### src/rtl/alu_pkg.sv
package alu_pkg;

  typedef enum logic [1:0] {
    GRP_SHIFT = 2'b00,
    GRP_SLT   = 2'b01,
    GRP_ARITH = 2'b10,
    GRP_LOGIC = 2'b11
  } aluGroup_e;

  typedef enum logic [1:0] {
    LOP_AND = 2'b00,
    LOP_OR  = 2'b01,
    LOP_NOR = 2'b10,
    LOP_XOR = 2'b11
  } logicOp_e;

  typedef enum logic [1:0] {
    SOP_SLL = 2'b00,
    SOP_SRL = 2'b01,
    SOP_SRA = 2'b10,
    SOP_ROR = 2'b11
  } shiftOp_e;

  // strobes from control to datapath
  typedef struct packed {
    logic invertB;
    logic carryIn;
    logic selShift;
    logic selSlt;
    logic selArith;
    logic selLogic;
  } aluStrobes_t;

endpackage

### src/rtl/alu_ctrl.sv
module alu_ctrl
  import alu_pkg::*;
(
  input  logic [1:0]  groupSel,
  input  logic        subCtl,
  output aluStrobes_t strobes
);

  logic forceSub;

  always_comb begin
    strobes  = '0;
    forceSub = 1'b0;
    case (groupSel)
      GRP_SHIFT: strobes.selShift = 1'b1;
      GRP_SLT: begin
        strobes.selSlt = 1'b1;
        forceSub       = 1'b1;
      end
      GRP_ARITH: strobes.selArith = 1'b1;
      default:   strobes.selLogic = 1'b1;
    endcase
    strobes.invertB = subCtl | forceSub;
    strobes.carryIn = subCtl | forceSub;
  end

endmodule

### src/rtl/alu_adder.sv
module alu_adder #(
  parameter int WIDTH = 32
) (
  input  logic [WIDTH-1:0] a,
  input  logic [WIDTH-1:0] b,
  input  logic             invertB,
  input  logic             carryIn,
  output logic [WIDTH-1:0] sum,
  output logic             ovf
);

  logic [WIDTH-1:0] bEff;

  always_comb begin
    bEff = invertB ? ~b : b;
    sum  = a + bEff + {{(WIDTH-1){1'b0}}, carryIn};
    // same-signed inputs producing a differently signed output
    ovf  = (a[WIDTH-1] == bEff[WIDTH-1]) && (sum[WIDTH-1] != a[WIDTH-1]);
  end

endmodule

### src/rtl/alu_shifter.sv
module alu_shifter
  import alu_pkg::*;
#(
  parameter int WIDTH = 32,
  parameter int SHW   = $clog2(WIDTH)
) (
  input  logic [WIDTH-1:0] data,
  input  logic [SHW-1:0]   amount,
  input  logic [1:0]       shiftOp,
  output logic [WIDTH-1:0] shifted
);

  localparam int EXTW = 2 * WIDTH - 1;

  logic [EXTW-1:0] extData;
  logic [SHW-1:0]  rightAmt;
  logic [EXTW-1:0] stage [SHW+1];

  always_comb begin
    case (shiftOp)
      SOP_SLL: extData = {data, {(WIDTH-1){1'b0}}};
      SOP_SRL: extData = {{(WIDTH-1){1'b0}}, data};
      SOP_SRA: extData = {{(WIDTH-1){data[WIDTH-1]}}, data};
      default: extData = {data[WIDTH-2:0], data};
    endcase
    // a left shift by n equals a right shift of the widened word by WIDTH-1-n
    rightAmt = (shiftOp == SOP_SLL) ? ~amount : amount;
  end

  assign stage[0] = extData;

  for (genvar i = 0; i < SHW; i++) begin : g_stage
    assign stage[i+1] = rightAmt[i] ? (stage[i] >> (1 << i)) : stage[i];
  end

  assign shifted = stage[SHW][WIDTH-1:0];

endmodule

### src/rtl/alu_datapath.sv
module alu_datapath
  import alu_pkg::*;
#(
  parameter int WIDTH = 32,
  parameter int SHW   = $clog2(WIDTH)
) (
  input  logic [WIDTH-1:0] opA,
  input  logic [WIDTH-1:0] opB,
  input  logic [SHW-1:0]   shAmt,
  input  logic [1:0]       logicOp,
  input  logic [1:0]       shiftOp,
  input  aluStrobes_t      strobes,
  output logic [WIDTH-1:0] result,
  output logic             signFlag,
  output logic             zeroFlag,
  output logic             ovfFlag
);

  logic [WIDTH-1:0] sumOut;
  logic             sumOvf;
  logic [WIDTH-1:0] shiftOut;
  logic [WIDTH-1:0] logicOut;
  logic [WIDTH-1:0] sltOut;

  alu_adder #(.WIDTH(WIDTH)) u_adder (
    .a       (opA),
    .b       (opB),
    .invertB (strobes.invertB),
    .carryIn (strobes.carryIn),
    .sum     (sumOut),
    .ovf     (sumOvf)
  );

  alu_shifter #(.WIDTH(WIDTH), .SHW(SHW)) u_shifter (
    .data    (opA),
    .amount  (shAmt),
    .shiftOp (shiftOp),
    .shifted (shiftOut)
  );

  always_comb begin
    case (logicOp)
      LOP_AND: logicOut = opA & opB;
      LOP_OR:  logicOut = opA | opB;
      LOP_NOR: logicOut = ~(opA | opB);
      default: logicOut = opA ^ opB;
    endcase
  end

  assign sltOut = {{(WIDTH-1){1'b0}}, sumOut[WIDTH-1] ^ sumOvf};

  always_comb begin
    result = ({WIDTH{strobes.selShift}} & shiftOut)
           | ({WIDTH{strobes.selSlt}}   & sltOut)
           | ({WIDTH{strobes.selArith}} & sumOut)
           | ({WIDTH{strobes.selLogic}} & logicOut);
  end

  assign signFlag = sumOut[WIDTH-1];
  assign ovfFlag  = sumOvf;
  assign zeroFlag = ~|result;

endmodule

### src/rtl/alu_top.sv
module alu_top
  import alu_pkg::*;
#(
  parameter int WIDTH = 32,
  parameter int SHW   = $clog2(WIDTH)
) (
  input  logic [WIDTH-1:0] opA,
  input  logic [WIDTH-1:0] opB,
  input  logic [SHW-1:0]   shAmt,
  input  logic [1:0]       logicOp,
  input  logic             subCtl,
  input  logic [1:0]       shiftOp,
  input  logic [1:0]       groupSel,
  output logic [WIDTH-1:0] result,
  output logic             signFlag,
  output logic             zeroFlag,
  output logic             ovfFlag
);

  aluStrobes_t strobes;

  alu_ctrl u_ctrl (
    .groupSel (groupSel),
    .subCtl   (subCtl),
    .strobes  (strobes)
  );

  alu_datapath #(.WIDTH(WIDTH), .SHW(SHW)) u_datapath (
    .opA      (opA),
    .opB      (opB),
    .shAmt    (shAmt),
    .logicOp  (logicOp),
    .shiftOp  (shiftOp),
    .strobes  (strobes),
    .result   (result),
    .signFlag (signFlag),
    .zeroFlag (zeroFlag),
    .ovfFlag  (ovfFlag)
  );

endmodule

### config.mk
export PLATFORM = sky130hd
export DESIGN_NAME = alu_top
export DESIGN_NICKNAME = d
export VERILOG_FILES = /design/src/rtl/alu_pkg.sv /design/src/rtl/alu_ctrl.sv /design/src/rtl/alu_adder.sv /design/src/rtl/alu_shifter.sv /design/src/rtl/alu_datapath.sv /design/src/rtl/alu_top.sv
export SDC_FILE = /design/constraint.sdc
export NUM_CORES = 1
export LEC_CHECK = 0
export BUFFER_PORTS_ARGS = -buffer_cell sky130_fd_sc_hd__clkbuf_2
export CORE_UTILIZATION = 57
export DETAILED_ROUTE_END_ITERATION = 8
export PLACE_DENSITY = 0.89
export RECOVER_POWER = 100
export SYNTH_ARGS = -nofsm -noshare
export SYNTH_HDL_FRONTEND = slang
export SYNTH_SLANG_ARGS = --single-unit
### constraint.sdc
create_clock -name vclk -period 5.9
set_clock_uncertainty 0.1 [all_clocks]
set_input_delay 1.18 -clock vclk [all_inputs]
set_output_delay 1.18 -clock vclk [all_outputs]
set_load 0.005 [all_outputs]
==> run_results.csv, run 1 <==
group,metric,value,unit
synth,ys_seq_area_share,0,%
outcome,outcome,"aborted with a tool error",
clocking,postCtsHoldBufs,0,
synth,yosysWarnings,0,
synth,syn_nets,1696,
global_routing,grt_pass1_vias,17496,
floorplan,fp.dieH,137,um
global_routing,grt_use_total,70.5,%
global_routing,grt_pass1_wl,100,mm
synth,syn-cell-area,0.0104,mm^2
place,dp_hpwl,43.1,mm
global_routing,grt_overflow,110,
synth,yosysMostFrequentCell,"nand2_1",
floorplan,initial_core_util,59.2,%
place,place.gp.congestion,1.46,
synth,yosys.area.top_type,"ha_1",
global_routing,grt_max_degree,45,
floorplan,rows,48,
outcome,haltStage,"5_1_grt",
synth,ys_types,93,
synth,syn_area_per_cell,6.82,um^2
synth,ys_top_cells_by_area,"ha_1 12%, mux2i_1 6.7%, nand2_1 5.5%",
synth,synthTopCellsByCount,"153 x nand2_1, 109 x a21oi_1, 109 x o21ai_0",
synth,yosysTopAreaCellShare,11.7,%
outcome,stop_error,"[ERROR GRT-0116] Global routing finished with congestion. Check the congestion regions in the DRC Viewer.",
synth,postSynthCellCount,1522,
floorplan,num_io_pins,111,
floorplan,die_x,137,um
place,place.port_buffers,111,
layer usage:
metal	track usage, %	GRT overflow
met4	68.3	44
met5	38.6	3
met2	86.3	54
met3	56.7	6
met1	69.5	3
per-stage QoR:
step	worst slack, ps	util (%)	hold slack (ps)	cell area, um^2	cells
2_1_floorplan	10.1	-	2540	10400	1522
3_3_place_gp	-373	74.6	2910	13100	2042
3_5_place_dp	-532	74.6	2940	13100	2042
4_1_cts	-202	75.6	2940	13300	2048
repair_timing:
item                       in CTS
buffers inserted                6
setup endpoints to repair       5
pin swaps                      18
gates resized for setup        27
cell families after synthesis:
| logic type | count (synthesis) | share of synthesized area [%] |
|---|---|---|
| buf+inv | 221 | 9.05 |
| fa+ha+maj | 99 | 12.0 |
| compound gates | 561 | 37.2 |
| simple gates | 446 | 20.4 |
| xor+xnor | 56 | 4.72 |
| mux | 139 | 16.7 |
==> inputs of run 2 (changes only) <==
Settings changed: CORE_UTILIZATION 57 to 40, PLACE_DENSITY 0.89 to not set, PLACE_DENSITY_LB_ADDON set to 0.15.
Clock period 5.9 ns to 7.65 ns, I/O delays scaled along.
==> run_results.csv, run 2 <==
group,metric,value,unit
outcome,outcome,"complete, no violations",
worst_setup_path,start_kind,"input port",
worst_setup_path,worstSetupEndpointType,"output pin",
floorplan,num_io_pins,111,
global_routing,grt_max_degree,38,
cells_and_area,final_common_cell,"nand2_1",
power_and_ir_drop,combPwrFrac,100.0,%
floorplan,design.core.area,0.0253,mm^2
place,place.gp.congestion,1.09,
cells_and_area,syn2layout_area_growth,14.1,%
sta,timing.setup.tns,0,ps
sta,worst_pin_slew,1170,ps
synth,synthTopCellsByCount,"153 x nand2_1, 109 x a21oi_1, 109 x o21ai_0",
cells_and_area,finalInstanceArea,0.0118,mm^2
worst_setup_path,arrival,5900,ps
route,num_vias,13825,
sta,setup_viol,0,
floorplan,dieArea,0.0266,mm^2
global_routing,grt_pass1_vias,12583,
worst_setup_path,cpPeakStageDelay,570,ps
worst_setup_path,crit_family,"buffers and inverters",
power_and_ir_drop,p_switching,0.000745,W
cells_and_area,seqCellArea,0,um^2
power_and_ir_drop,power_density,98.6,mW/mm^2
route,ant_nets,0,
global_routing,antenna_found_initial,0,
worst_setup_path,cp.required,6020,ps
cells_and_area,final_util,46.8,%
floorplan,rows,58,
floorplan,die_x,163,um
place,dp_hpwl,48.4,mm
synth,syn_nets,1696,
global_routing,grt_overflow,0,
power_and_ir_drop,clkPwrFrac,0,%
cells_and_area,nFlopsAndLatches,0,
synth,yosysTopAreaCellShare,11.7,%
sta,fin_hold_ws,3590,ps
clocking,postCtsHoldBufs,0,
worst_setup_path,worst-path-buf-inv,5,
synth,ys_seq_area_share,0,%
global_routing,grt_pass1_wl,86.3,mm
cells_and_area,most-common-layout-cells,"153 x nand2_1, 122 x buf_4, 110 x o21ai_0, 108 x a21oi_1, 101 x nor2_1",
clocking,cts_resized,0,
cells_and_area,clkbuf_count,0,
route,avgViaCountPerCell,7.00,
clocking,post_cts_buffers,0,
global_routing,grt_use_total,44.3,%
synth,yosys.area.top_type,"ha_1",
synth,ys_types,93,
synth,syn-cell-area,0.0104,mm^2
power_and_ir_drop,p_int,0.000422,W
floorplan,initial_core_util,41.0,%
synth,yosysMostFrequentCell,"nand2_1",
sta,fmax,133,MHz
synth,syn_area_per_cell,6.82,um^2
power_and_ir_drop,switching_share,63.8,%
min_path,holdCritPathClass,"input port to output pin",
place,place.port_buffers,111,
power_and_ir_drop,irDropWorstVdd,0.0000548,V
sta,rsz0062_at_grt,"no",
worst_setup_path,critPathKind,"input port to output pin",
sta,hold_violations,0,
sta,finalMaxSlewViolations,0,
run,maxCapViolations,0,
route,wl_per_cell,30.5,um
floorplan,fp.dieH,163,um
cells_and_area,fin_nets,1822,
worst_setup_path,crit_path_frequent_cell,"clkbuf_1",
cells_and_area,fill_cells,2662,
power_and_ir_drop,leakage,5.07,nW
route,routed_wl,60.2,mm
route,dr.pass1.iters,6,
cells_and_area,drive_above_1_share,19.9,%
sta,period_needed,7530,ps
route,post-route-drc-count,0,
sta,relSlewSlack,21.6,%
route,drt_iter0_drc,2078,
worst_setup_path,worst-path-max-fanout,26,
worst_setup_path,slowest_stage,"clkbuf_1",
sta,min_period_over_period,98.4,%
place,dpl_cell_area,0.0119,mm^2
worst_setup_path,path_cells,"clkbuf_2 > clkbuf_1 > nor3b_2 > buf_4 > a211oi_1 > o22a_1 > and2_1 > o31a_1 > a211oi_1 > clkbuf_1 > o2111ai_1 > nor4_1 > nand3_1 > nor4_2 > clkbuf_1",
power_and_ir_drop,p_seq_share,0,%
synth,ys_top_cells_by_area,"ha_1 12%, mux2i_1 6.7%, nand2_1 5.5%",
cells_and_area,antenna_cells,0,
synth,postSynthCellCount,1522,
synth,yosysWarnings,0,
## run 2: logic make-up (layout without fill, tap and decap cells)
group                    Yosys count  count (layout)  synth area share, %
AO/OA/AOI/OAI                    561             561                 37.2
AND/OR/NAND/NOR                  446             446                 20.4
buffers and inverters            221             345                 9.05
multiplexers                     139             139                 16.7
adder cells (fa/ha/maj)           99              99                 12.0
XOR/XNOR                          56              56                 4.72
## run 2: power by group through the flow
stage / combinational [W] / sequential [W] / clock [W]
6_report: 0.00117 / 0 / 0
5_1_grt: 0.00122 / 0 / 0
4_1_cts: 0.00113 / 0 / 0
3_5_place_dp: 0.00112 / 0 / 0
3_3_place_gp: 0.00113 / 0 / 0
2_1_floorplan: 0.000672 / 0 / 0
## run 2: worst paths after layout
path              slack [ps]  endpoint  startpoint  depth (start not counted)
hold / removal          3590   ovfFlag     opB[31]                          6
setup / recovery         120  zeroFlag  shiftOp[1]                         15
## run 2: per-stage QoR
step	total power (W)	instances	setup slack, ps
after floorplan	0.000672	1522	610
after global placement	0.00113	1976	425
after detailed placement	0.00112	1976	379
after CTS	0.00113	1976	377
after global routing	0.00122	1976	62.0
final	0.00117	1976	121
## run 2: area by class of cell
| type | instances | area [um^2] | share of cell area [%] |
|---|---|---|---|
| well taps | 330 | 413 | 3.49 |
| repair buffers | 246 | 1600 | 13.5 |
| multi-input cells | 1301 | 9460 | 79.8 |
| inverters | 99 | 372 | 3.14 |
## run 2: routing by layer
metal  vias to the layer above  part of all wire, %  GRT usage (%)  routed length [um]
li1                       6033                    -              -                   -
met1                      6484                   38           56.0               23000
met2                      1095                   44           70.1               26400
met3                       213                   12           10.6                7340
met4                         0                  5.9           22.0                3560
met5                         -                    0              0                   0
No activity file was read; power rests on OpenSTA's default activity.
